$ cat src/rtl/sync_wave_pkg.sv
package sync_wave_pkg;
  localparam int unsigned DEF_FRAME_CYCLES = 2430;
  localparam int unsigned DEF_FRAMES_PER_MF = 4;
  localparam int unsigned DEF_SYNC_STAGES = 2;

  function automatic int unsigned width_of(input int unsigned n);
    return (n > 1) ? $clog2(n) : 1;
  endfunction
endpackage

$ cat src/rtl/partner_align.sv
module partner_align #(
  parameter int unsigned SYNC_STAGES = 2
) (
  input  logic clk,
  input  logic rst_n,
  input  logic tick_en,
  input  logic slave_mode,
  input  logic partner_in,
  output logic align_req
);
  logic [SYNC_STAGES-1:0] sync_q;
  logic                   last_q;
  logic                   held_q;
  logic                   rise;

  genvar g;
  generate
    for (g = 0; g < SYNC_STAGES; g++) begin : g_stage
      if (g == 0) begin : g_first
        always_ff @(posedge clk) begin
          if (!rst_n) sync_q[g] <= 1'b0;
          else        sync_q[g] <= partner_in;
        end
      end else begin : g_next
        always_ff @(posedge clk) begin
          if (!rst_n) sync_q[g] <= 1'b0;
          else        sync_q[g] <= sync_q[g-1];
        end
      end
    end
  endgenerate

  assign rise = slave_mode & sync_q[SYNC_STAGES-1] & ~last_q;

  always_ff @(posedge clk) begin
    if (!rst_n) begin
      last_q <= 1'b0;
      held_q <= 1'b0;
    end else begin
      last_q <= sync_q[SYNC_STAGES-1];
      if (tick_en)   held_q <= 1'b0;
      else if (rise) held_q <= 1'b1;
    end
  end

  assign align_req = rise | held_q;
endmodule

$ cat src/rtl/position_counter.sv
module position_counter #(
  parameter int unsigned FRAME_CYCLES  = 2430,
  parameter int unsigned FRAMES_PER_MF = 4,
  localparam int unsigned CW = sync_wave_pkg::width_of(FRAME_CYCLES),
  localparam int unsigned FW = sync_wave_pkg::width_of(FRAMES_PER_MF)
) (
  input  logic          clk,
  input  logic          rst_n,
  input  logic          tick_en,
  input  logic          align_req,
  output logic [CW-1:0] cyc_q,
  output logic [FW-1:0] frm_q
);
  localparam logic [CW-1:0] CYC_LAST = CW'(FRAME_CYCLES - 1);
  localparam logic [FW-1:0] FRM_LAST = FW'(FRAMES_PER_MF - 1);

  logic at_start;
  logic cyc_wrap;

  assign at_start = (cyc_q == '0) && (frm_q == '0);
  assign cyc_wrap = (cyc_q == CYC_LAST);

  always_ff @(posedge clk) begin
    if (!rst_n) begin
      cyc_q <= '0;
      frm_q <= '0;
    end else if (tick_en) begin
      if (align_req && !at_start) begin
        cyc_q <= '0;
        frm_q <= '0;
      end else if (cyc_wrap) begin
        cyc_q <= '0;
        frm_q <= (frm_q == FRM_LAST) ? '0 : frm_q + 1'b1;
      end else begin
        cyc_q <= cyc_q + 1'b1;
      end
    end
  end
endmodule

$ cat src/rtl/wave_decode.sv
module wave_decode #(
  parameter int unsigned FRAME_CYCLES  = 2430,
  parameter int unsigned FRAMES_PER_MF = 4,
  localparam int unsigned CW = sync_wave_pkg::width_of(FRAME_CYCLES),
  localparam int unsigned FW = sync_wave_pkg::width_of(FRAMES_PER_MF)
) (
  input  logic          tick_en,
  input  logic [CW-1:0] cyc_q,
  input  logic [FW-1:0] frm_q,
  output logic          frame_sync,
  output logic          mframe_sync,
  output logic          frame_strobe,
  output logic          mframe_strobe
);
  localparam logic [CW-1:0] CYC_HALF = CW'(FRAME_CYCLES / 2);
  localparam logic [FW-1:0] FRM_HALF = FW'(FRAMES_PER_MF / 2);

  always_comb begin
    frame_sync    = (cyc_q < CYC_HALF);
    mframe_sync   = (frm_q < FRM_HALF);
    frame_strobe  = tick_en && (cyc_q == '0);
    mframe_strobe = frame_strobe && (frm_q == '0);
  end
endmodule

$ cat src/rtl/sync_wave_gen.sv
module sync_wave_gen #(
  parameter int unsigned FRAME_CYCLES  = sync_wave_pkg::DEF_FRAME_CYCLES,
  parameter int unsigned FRAMES_PER_MF = sync_wave_pkg::DEF_FRAMES_PER_MF,
  parameter int unsigned SYNC_STAGES   = sync_wave_pkg::DEF_SYNC_STAGES
) (
  input  logic clk,
  input  logic rst_n,
  input  logic tick_en,
  input  logic slave_mode,
  input  logic partner_mf_in,
  output logic frame_sync_o,
  output logic mframe_sync_o,
  output logic frame_strobe_o,
  output logic mframe_strobe_o
);
  localparam int unsigned CW = sync_wave_pkg::width_of(FRAME_CYCLES);
  localparam int unsigned FW = sync_wave_pkg::width_of(FRAMES_PER_MF);

  logic          align_req;
  logic [CW-1:0] cyc_q;
  logic [FW-1:0] frm_q;

  partner_align #(.SYNC_STAGES(SYNC_STAGES)) u_align (
    .clk        (clk),
    .rst_n      (rst_n),
    .tick_en    (tick_en),
    .slave_mode (slave_mode),
    .partner_in (partner_mf_in),
    .align_req  (align_req)
  );

  position_counter #(
    .FRAME_CYCLES  (FRAME_CYCLES),
    .FRAMES_PER_MF (FRAMES_PER_MF)
  ) u_pos (
    .clk       (clk),
    .rst_n     (rst_n),
    .tick_en   (tick_en),
    .align_req (align_req),
    .cyc_q     (cyc_q),
    .frm_q     (frm_q)
  );

  wave_decode #(
    .FRAME_CYCLES  (FRAME_CYCLES),
    .FRAMES_PER_MF (FRAMES_PER_MF)
  ) u_dec (
    .tick_en       (tick_en),
    .cyc_q         (cyc_q),
    .frm_q         (frm_q),
    .frame_sync    (frame_sync_o),
    .mframe_sync   (mframe_sync_o),
    .frame_strobe  (frame_strobe_o),
    .mframe_strobe (mframe_strobe_o)
  );
endmodule

$ cat config.mk
export PLATFORM = sky130hd
export DESIGN_NAME = sync_wave_gen
export DESIGN_NICKNAME = d
export VERILOG_FILES = /design/src/rtl/sync_wave_pkg.sv /design/src/rtl/partner_align.sv /design/src/rtl/position_counter.sv /design/src/rtl/wave_decode.sv /design/src/rtl/sync_wave_gen.sv
export SDC_FILE = /design/constraint.sdc
export NUM_CORES = 1
export LEC_CHECK = 0
export BUFFER_PORTS_ARGS = -buffer_cell sky130_fd_sc_hd__buf_2
export CORE_MARGIN = 4
export CORE_UTILIZATION = 39
export DETAILED_ROUTE_END_ITERATION = 6
export PLACE_DENSITY_LB_ADDON = 0.2
export SLEW_MARGIN = 5
export SYNTH_ARGS = -nofsm -noshare
export SYNTH_HDL_FRONTEND = slang
export SYNTH_SLANG_ARGS = --single-unit
$ cat constraint.sdc
create_clock -name clk -period 2.1 [get_ports clk]
set_input_delay 0.105 -clock clk [delete_from_list [all_inputs] [get_ports clk]]
set_output_delay 0.105 -clock clk [all_outputs]
set_load 0.02 [all_outputs]
## Word-level counts from Yosys, hierarchy flattened

Index checks and enable logic that the tools add are counted.
Widths: inputs -> output; s select.

- Register bits after elaboration: 18
- Bits in latches: 0
- RAM bits: 0
- Memory bits (read-only): 0
- Output and inout bits: 4
- Memories kept: 0

- Add/subtract/negate cells: 2
- Multipliers: 0
- Div/mod/pow operators: 0
- Order comparisons: 2
- Equality and inequality tests: 2
- Shift operators: 0
- Multiplexer cells: 5
- Bitwise operators: 5
- Reductions and logical operators: 10

Operators with widths:

| operator | count |
|---|---|
| $mux 12 | 2 |
| $add 12x1->12 const B | 1 |
| $eq 12x12->1 const B | 1 |
| $logic_not 12->1 | 1 |
| $lt 12x11->1 const B | 1 |
| $mux 2 | 3 |
| $logic_and 1x1->1 | 4 |
| $add 2x1->2 const B | 1 |
| $and 1x1->1 | 2 |
| $eq 2x2->1 const B | 1 |
| $logic_not 2->1 | 1 |
| $lt 2x2->1 const B | 1 |
| $not 1->1 | 2 |
| $reduce_and 2->1 | 1 |
| $reduce_bool 2->1 | 1 |
| $reduce_or 2->1 | 1 |
| $logic_not 1->1 | 1 |
| $or 1x1->1 | 1 |

## Logic depth before layout (Yosys ltp)

Gate-level depths: netlist of the first run.

- Depth after elaboration: 6
- Gate-level depth with buffers: 7
- Gate-level depth less buffers: 6

## Hierarchy

Synthesis of the first run repeated with hierarchy kept, for this count alone.

- Cells, all modules: 116
- Area total of the unflattened synthesis: 1016.0 µm²

Modules (own cells, without submodules):

| module | times used | cells each | area an instance (µm²) | seq. area each (µm²) |
|---|---|---|---|---|
| position_counter | 1 | 91 | 797.0 | 280.3 |
| partner_align | 1 | 12 | 125.1 | 80.1 |
| wave_decode | 1 | 13 | 93.8 | 0.0 |

## Least setup slack after synthesis of the first run

OpenSTA, ideal clock, no wires.

- Path type: register to register
- Start point: reg u_pos.cyc_q[0]
- End point: reg u_pos.frm_q[0]
- Arrival time: 1.560 ns
- Required time: 1.968 ns
- Setup slack: 0.408 ns
- Cell stages (with the launch flop): 8
- Buffers on the path: 1
- Path through: dfxtp_1 -> inv_1 -> ha_1 -> nor4b_2 -> and4_1 -> buf_6 -> o311ai_4 -> o22ai_2

- Word-level cells in the longest chain between the ends: 6
- Elaborated cells between the ends (all ways): 8
- Classes of those cells: eq/ne (1); mux (1); reduce/logical (6)

Ends and longest elaborated chain:

| element | line | RTL |
|---|---|---|
| start, declared | position_counter.sv:11 | `output logic [CW-1:0] cyc_q,` |
| start signal, assigned | position_counter.sv:35 | `cyc_q <= cyc_q + 1'b1;` |
| $logic_not 12->1 | position_counter.sv:20 | `assign at_start = (cyc_q == '0) && (frm_q == '0);` |
| $logic_and 1x1->1 | position_counter.sv:20 |  |
| $logic_not 1->1 | position_counter.sv:28 | `if (align_req && !at_start) begin` |
| $logic_and 1x1->1 | position_counter.sv:28 |  |
| $reduce_bool 2->1 (no line) | - |  |
| $reduce_and 2->1 (no line) | - |  |
| end signal, assigned | position_counter.sv:33 | `frm_q <= (frm_q == FRM_LAST) ? '0 : frm_q + 1'b1;` |
| end, declared | position_counter.sv:12 | `output logic [FW-1:0] frm_q` |

Parallel ways exist; a longest one is shown, timed or not.
A chain may end at the register's enable or synchronous reset.

## Final worst setup path of the first run

Same ends and word-level chain as after synthesis.

==> run metrics, run 1 <==
Syn Area/Cell=~9.5 um2; CTS tree=built; DRC violations left=0; pwr/cell area=582 mW/mm2; CP max stage delay=0.48 ns; largest area contributor in the netlist=dfxtp_1; Gate power share=10.7%; total gr overflow=0; Gate Count Post-Synth=106; status=finished clean; H-tree Lvls=1; WL final=1.89 mm; Post-CTS Hold Buffers=0; Post-synth EDFFs=0; multiplexer area fraction after synthesis=less than 1%; #FFs+latches synth=18; first-pass GRT wire length=3.24 mm; Die H=58.9 um; RSZ-0062 raised after global routing=no; initial antenna violation count=0; io pins=9; # rows=18; final hold vios=0; Via density=5.32; GPL Wtd Cong=0.814; Flop pwr share=55.8%; Die ar.=0.00346 mm2; adder-cell share of the synthesized area=6.20%; Clock Root Buffer=clkbuf_4; largest family of logic cells by synthesized area=simple AND/OR/NAND/NOR gates; initial core utilization=40.7%; leak pwr=between 0.0003 and 0.0004 uW; core area=0.00248 mm2; Resize count post-CTS=0; CP Capture Type=register; DR pass1 iterations=3; pre-CTS WS=between 0.2 and 0.3 ns; Slew Viols, Final=0; Antenna Nets Post-Route=0; post-synthesis xor/xnor area fraction=6.95%; cell area after synthesis=0.00101 mm2; slowest stage cell on the critical path=o311ai_4; Synth area leaders=dfxtp_1 (36%), ha_1 (6.2%), xnor2_1 (5.2%); DR vias=766; Clk pwr share=33.4%; Synthesized Nets=116; Synth cell types=36; sequential area share after synthesis=35.7%; vias in the first global route=737; sw frac=around 25%; Clock Latency Late Sink=0.29 ns; antenna cells=0; max_slew headroom=about two thirds; largest net degree at the start of global routing=14; Syn. warnings=0; Switch Pwr=156 uW; FFs w/ async S/R, synth=0%; peak supply drop=0.000429 V; CTS buffer count=3; Synth Area in Simple Gates=between 20% and 30%; Most used DFF post-synth=dfxtp_1; area delta synth->final=8.19%; Worst Slack Setup Final=between 0.2 and 0.25 ns; internal cell power=479 uW; Critical Path, Cell by Cell=inv_1 -> ha_1 -> nor4b_2 -> and4_1 -> o311ai_4 -> o22ai_2; Setup Total Neg Slack=0 ns; setup bufs post-CTS=0; Crit path required time=about 2.3 ns; max frequency=approximately 540 MHz; TritonCTS Sinks=18; share of post-route cells with drive strength above 1=20.2%; CTS clk-pin slew, worst paths=0.10 ns; Die X=58.9 um; Finish-stage setup viols=0; Final min period=~1.9 ns; clock skew=0.00248 ns; Total GRT Usage=12.1%; CP Class=register to register; Non-Filler Instances=between 100 and 150; Compound-Gate Fraction of Synth Area=16.6%; Max Cap Viol=0; Hold Crit Class=primary input to register; port bufs=8; Worst Max-Slew Pin Slew=0.509 ns; Critical Path AT=2.04 ns; Avg WL per Cell=13.1 um; Detailed Route Iter0 Violations=14; post-synth top area share=35.7%; critical path peak fanout=10; DP HPWL=1.44 mm; placed cell count=140; Critical Path Source Type=register; Final period util=88.8%; NumNets Final=125; maximum clock path buffer count=2
-- cell usage in the layout, fill, tap and decap left out, types with 4 or more instances in the layout --
cell,Yosys,layout
nor2_1,10,10
buf_2,1,8
and2_1,4,4
ha_1,5,5
dfxtp_1,18,18
xnor2_1,6,6
nand3_1,9,9
inv_1,8,8
-- state kept, by name (all words and copies together) (netlist names) --
signal          flops
u_pos.frm_q         2
u_align.sync_q      2
u_align.last_q      1
u_pos.cyc_q        12
u_align.held_q      1
-- synthesized netlist by cell type (2+ instances only) --
| cell | instances |
|---|---|
| a21oi_1 | 3 |
| nor3_1 | 3 |
| and2_1 | 4 |
| nor4_1 | 3 |
| nand2_1 | 3 |
| nand3_1 | 9 |
| ha_1 | 5 |
| nor2_1 | 10 |
| dfxtp_1 | 18 |
| inv_1 | 8 |
| o21ai_0 | 3 |
| xnor2_1 | 6 |
| buf_6 | 2 |
| xor2_1 | 2 |
| nand4_1 | 3 |
| or3_1 | 2 |
| and4_1 | 3 |
-- cell families after synthesis --
group                      count (synthesis)
AOI/OAI and AO/OA                         16
muxes                                      1
DFF                                       18
buffers and inverters                     12
xor gates and xnor gates                   8
and+or+nand+nor                           46
adders and majority gates                  5
-- critical path, delay by kind of cell, from the launching register on --
| kind | cells | cell delay [ns] |
|---|---|---|
| buffers and inverters | 1 | 0.07 |
| AND/OR/NAND/NOR | 2 | 0.46 |
| adder cells (fa/ha/maj) | 1 | 0.19 |
| flip-flops | 1 | 0.44 |
| AO/OA/AOI/OAI | 2 | 0.60 |
-- through the flow --
| stage | hold slack, ns | total power, uW | area, um2 | util [%] |
|---|---|---|---|---|
| after global placement | 0.316 | 430 | 1050 | 42.6 |
| after floorplan | 0.232 | 418 | 1010 | - |
| final | 0.0140 | 635 | 1090 | 44.0 |
| after CTS | 0.00652 | 645 | 1090 | 44.0 |
| after global routing | 0.0126 | 666 | 1090 | 44.0 |
| after detailed placement | 0.319 | 431 | 1050 | 42.6 |
-- path summary, 6_finish.rpt --
path | slack, ns | to | depth (start not counted) | start
hold reg to reg | 0.45 | u_align.sync_q[1]$_SDFF_PN0_ | 1 | u_align.sync_q[0]$_SDFF_PN0_
setup / recovery | 0.23 | u_pos.frm_q[0]$_SDFFE_PN0P_ | 6 | u_pos.cyc_q[0]$_SDFFE_PN0P_
hold / removal | 0.01 | u_align.sync_q[0]$_SDFF_PN0_ | 2 | partner_mf_in
setup reg to reg | 0.23 | u_pos.frm_q[0]$_SDFFE_PN0P_ | 6 | u_pos.cyc_q[0]$_SDFFE_PN0P_
-- final cells by class --
cell class / instances / area (um2)
inverter: 8 / 30.0
tap: 30 / 37.5
sequential: 18 / 360
multi-input combinational: 76 / 587
timing repair buffer: 8 / 40.0
clock buffer: 4 / 36.3
fill: 250 / 1390
-- metal layers --
metal / track usage (%) / share of wire [%]
met5: 0 / 0
met4: 1.94 / 1.0
met3: 3.95 / 3.7
met2: 21.1 / 46
met1: 14.6 / 49
-- power groups by stage --
stage                     Combinational [uW]  Sequential [uW]  Clock [uW]
after floorplan                         56.7              361           0
after global placement                  67.5              362           0
after detailed placement                67.9              363           0
after CTS                               68.4              355         222
after global routing                    75.0              356         235
final                                   68.0              355         212
(Power assumes the default switching activity.)
==> run 2: changes to the inputs <==
Settings changed: PLACE_DENSITY set to 0.54, PLACE_DENSITY_LB_ADDON 0.2 to not set.
==> run 2 against run 1 <==
Compared with the run above: flip-flop and latch count stayed put; utilization is 0.56 points lower; power decreased by 7.9%; largest power group unchanged; critical path depth is the same; sequential power about the same.
==> run metrics, run 2 (same netlist as run 1, synthesis figures left out) <==
clock skew=0.00111 ns (-0.00137 ns); status=finished clean; port bufs=8 (unchanged); RSZ-0062 raised after global routing=no; Via density=5.51 (+3.6%); antenna cells=0 (unchanged); Avg WL per Cell=13.2 um (+0.27%); Final min period=1.89 ns (+0.0270 ns); DR vias=788 (+2.9%); placed cell count=140 (unchanged); Die H=58.9 um (unchanged); Clock Latency Late Sink=0.28 ns (about the same); vias in the first global route=706 (-4.2%); maximum clock path buffer count=2 (unchanged); io pins=9 (unchanged); Die ar.=0.00346 mm2 (unchanged); Antenna Nets Post-Route=0 (unchanged); max frequency=528 MHz (-1.4%); max_slew headroom=65.9% (about the same); area delta synth->final=6.82%; pwr/cell area=543 mW/mm2 (-6.7%); WL final=1.88 mm (-0.42%); Hold Crit Start=partner_mf_in; CP Class=register to register; reg-to-reg startpoint=u_pos.cyc_q[0]$_SDFFE_PN0P_; hold endpoint=u_align.sync_q[0]$_SDFF_PN0_; slowest stage cell on the critical path=o311ai_4; Worst Max-Slew Pin Slew=0.510 ns (+0.000944 ns); DRC violations left=0 (unchanged); max reg flops=12 (unchanged); GPL Wtd Cong=0.814 (about the same); Clock Root Buffer=clkbuf_4; Die X=58.9 um (unchanged); CP max stage delay=0.48 ns (about the same); CP Capture Type=register; Most flops, register=u_pos.cyc_q; Resize count post-CTS=0 (unchanged); setup bufs post-CTS=0 (unchanged); Largest regs=u_pos.cyc_q x12, u_align.sync_q x2, u_pos.frm_q x2; R2R depth=6 (unchanged); flop2flop setup slack=0.21 ns (-0.03 ns); largest net degree at the start of global routing=14 (unchanged); CTS clk-pin slew, worst paths=0.09 ns (about the same); Hold Crit Class=primary input to register; Critical Path, Cell by Cell=inv_1 -> ha_1 -> nor4b_2 -> and4_1 -> o311ai_4 -> o22ai_2; most common cell after layout, fill and taps aside=dfxtp_1; Non-Filler Instances=143 (-0.69%); Total GRT Usage=11.6% (-0.50 points); share of post-route cells with drive strength above 1=19.5% (-0.71 points); NumNets Final=125 (unchanged); Final period util=90.1% (+1.3 points); fill cell count=254 (+1.6%); Setup Total Neg Slack=0 ns (unchanged); first-pass GRT wire length=3.08 mm (-4.9%); peak supply drop=0.000329 V (-23%); Slew Viols, Final=0 (unchanged); Hold Crit Depth=2 (unchanged); # rows=18 (unchanged); final hold vios=0 (unchanged); H-tree Lvls=1 (unchanged); Critical Path Source Type=register; Post-CTS Hold Buffers=0 (unchanged); reg2reg end=u_pos.frm_q[0]$_SDFFE_PN0P_; CTS tree=built; WP buf/inv=1 (unchanged); initial antenna violation count=0 (unchanged); DR pass1 iterations=4 (+1); Finish-stage setup viols=0 (unchanged); critical path's top delay family=compound AO/OA/AOI/OAI gates; Critical Path AT=2.06 ns (+0.02 ns); total gr overflow=0 (unchanged); Max Cap Viol=0 (unchanged); leak pwr=0.000360 uW (-2.0%); core area=0.00248 mm2 (unchanged); initial core utilization=40.7% (unchanged); TritonCTS Sinks=18 (unchanged); Crit path required time=2.26 ns (about the same); DP HPWL=1.41 mm (-2.1%); commonest cells after routing, fill and taps aside=dfxtp_1 (18), nor2_1 (10), nand3_1 (9), inv_1 (8), buf_2 (8); CTS buffer count=3 (unchanged); critical path peak fanout=10 (unchanged); Detailed Route Iter0 Violations=16 (+2)
## run 2: changes by cell type in the layout (fill, tap and decap cells not counted)
cell | before | now
clkbuf_8 | 1 | 0
## run 2: layout make-up
class	instances	area (um2)	share of cell area, %
Timing Repair Buffer	8	40.0	3.72
Multi-Input combinational cell	76	587	54.5
Inverter	8	30.0	2.79
Tap cell	30	37.5	3.48
Clock buffer	3	22.5	2.09
Sequential cell	18	360	33.4
## run 2: worst max path at each step
stage	cells past startpoint	endpoint	slack, ns	start
final	6	u_pos.frm_q[0]$_SDFFE_PN0P_	0.21	u_pos.cyc_q[0]$_SDFFE_PN0P_
after global routing	6	u_pos.cyc_q[10]$_SDFFE_PN0P_	0.09	u_pos.cyc_q[0]$_SDFFE_PN0P_
after CTS	6	u_pos.frm_q[0]$_SDFFE_PN0P_	0.19	u_pos.cyc_q[0]$_SDFFE_PN0P_
after detailed placement	6	u_pos.frm_q[0]$_SDFFE_PN0P_	0.22	u_pos.cyc_q[0]$_SDFFE_PN0P_
after global placement	6	u_pos.frm_q[0]$_SDFFE_PN0P_	0.27	u_pos.cyc_q[0]$_SDFFE_PN0P_
after floorplan	7	u_pos.frm_q[0]$_SDFFE_PN0P_	0.41	u_pos.cyc_q[0]$_SDFFE_PN0P_
## run 2: worst reg2reg max path, stage by stage, from the launching register on
cell and delay, ns:
dfxtp_1 0.44, inv_1 0.07, ha_1 0.20, nor4b_2 0.16
and4_1 0.30, o311ai_4 0.48, o22ai_2 0.12
## run 2: metrics by stage
stage / utilization (%) / total power [uW] / worst slack, ns / instance area, um2 / hold WS, ns
2_1_floorplan: - / 418 / 0.408 / 1010 / 0.232
3_3_place_gp: 42.6 / 430 / 0.271 / 1050 / 0.315
3_5_place_dp: 42.6 / 431 / 0.224 / 1050 / 0.317
4_1_cts: 43.5 / 598 / 0.192 / 1080 / 0.00663
5_1_grt: 43.5 / 616 / 0.0881 / 1080 / 0.0224
6_report: 43.5 / 585 / 0.208 / 1080 / 0.0235
## run 2: routing by layer
| metal | part of all wire [%] | wire length (um) | global-route usage (%) |
|---|---|---|---|
| met1 | 48 | 911 | 14.7 |
| met2 | 47 | 894 | 19.2 |
| met3 | 3.3 | 62 | 3.95 |
| met4 | 0.80 | 15 | 1.94 |
| met5 | 0 | 0 | 0 |
## run 2: report_power, final
| group | total, uW | switching [uW] | leakage (uW) | internal [uW] |
|---|---|---|---|---|
| combinational | 68.6 | 43.1 | 0.000200 | 25.5 |
| sequential | 354 | 6.83 | 0.000146 | 348 |
| clock | 162 | 95.4 | 0.0000138 | 66.6 |
| total | 585 | 145 | 0.000360 | 440 |
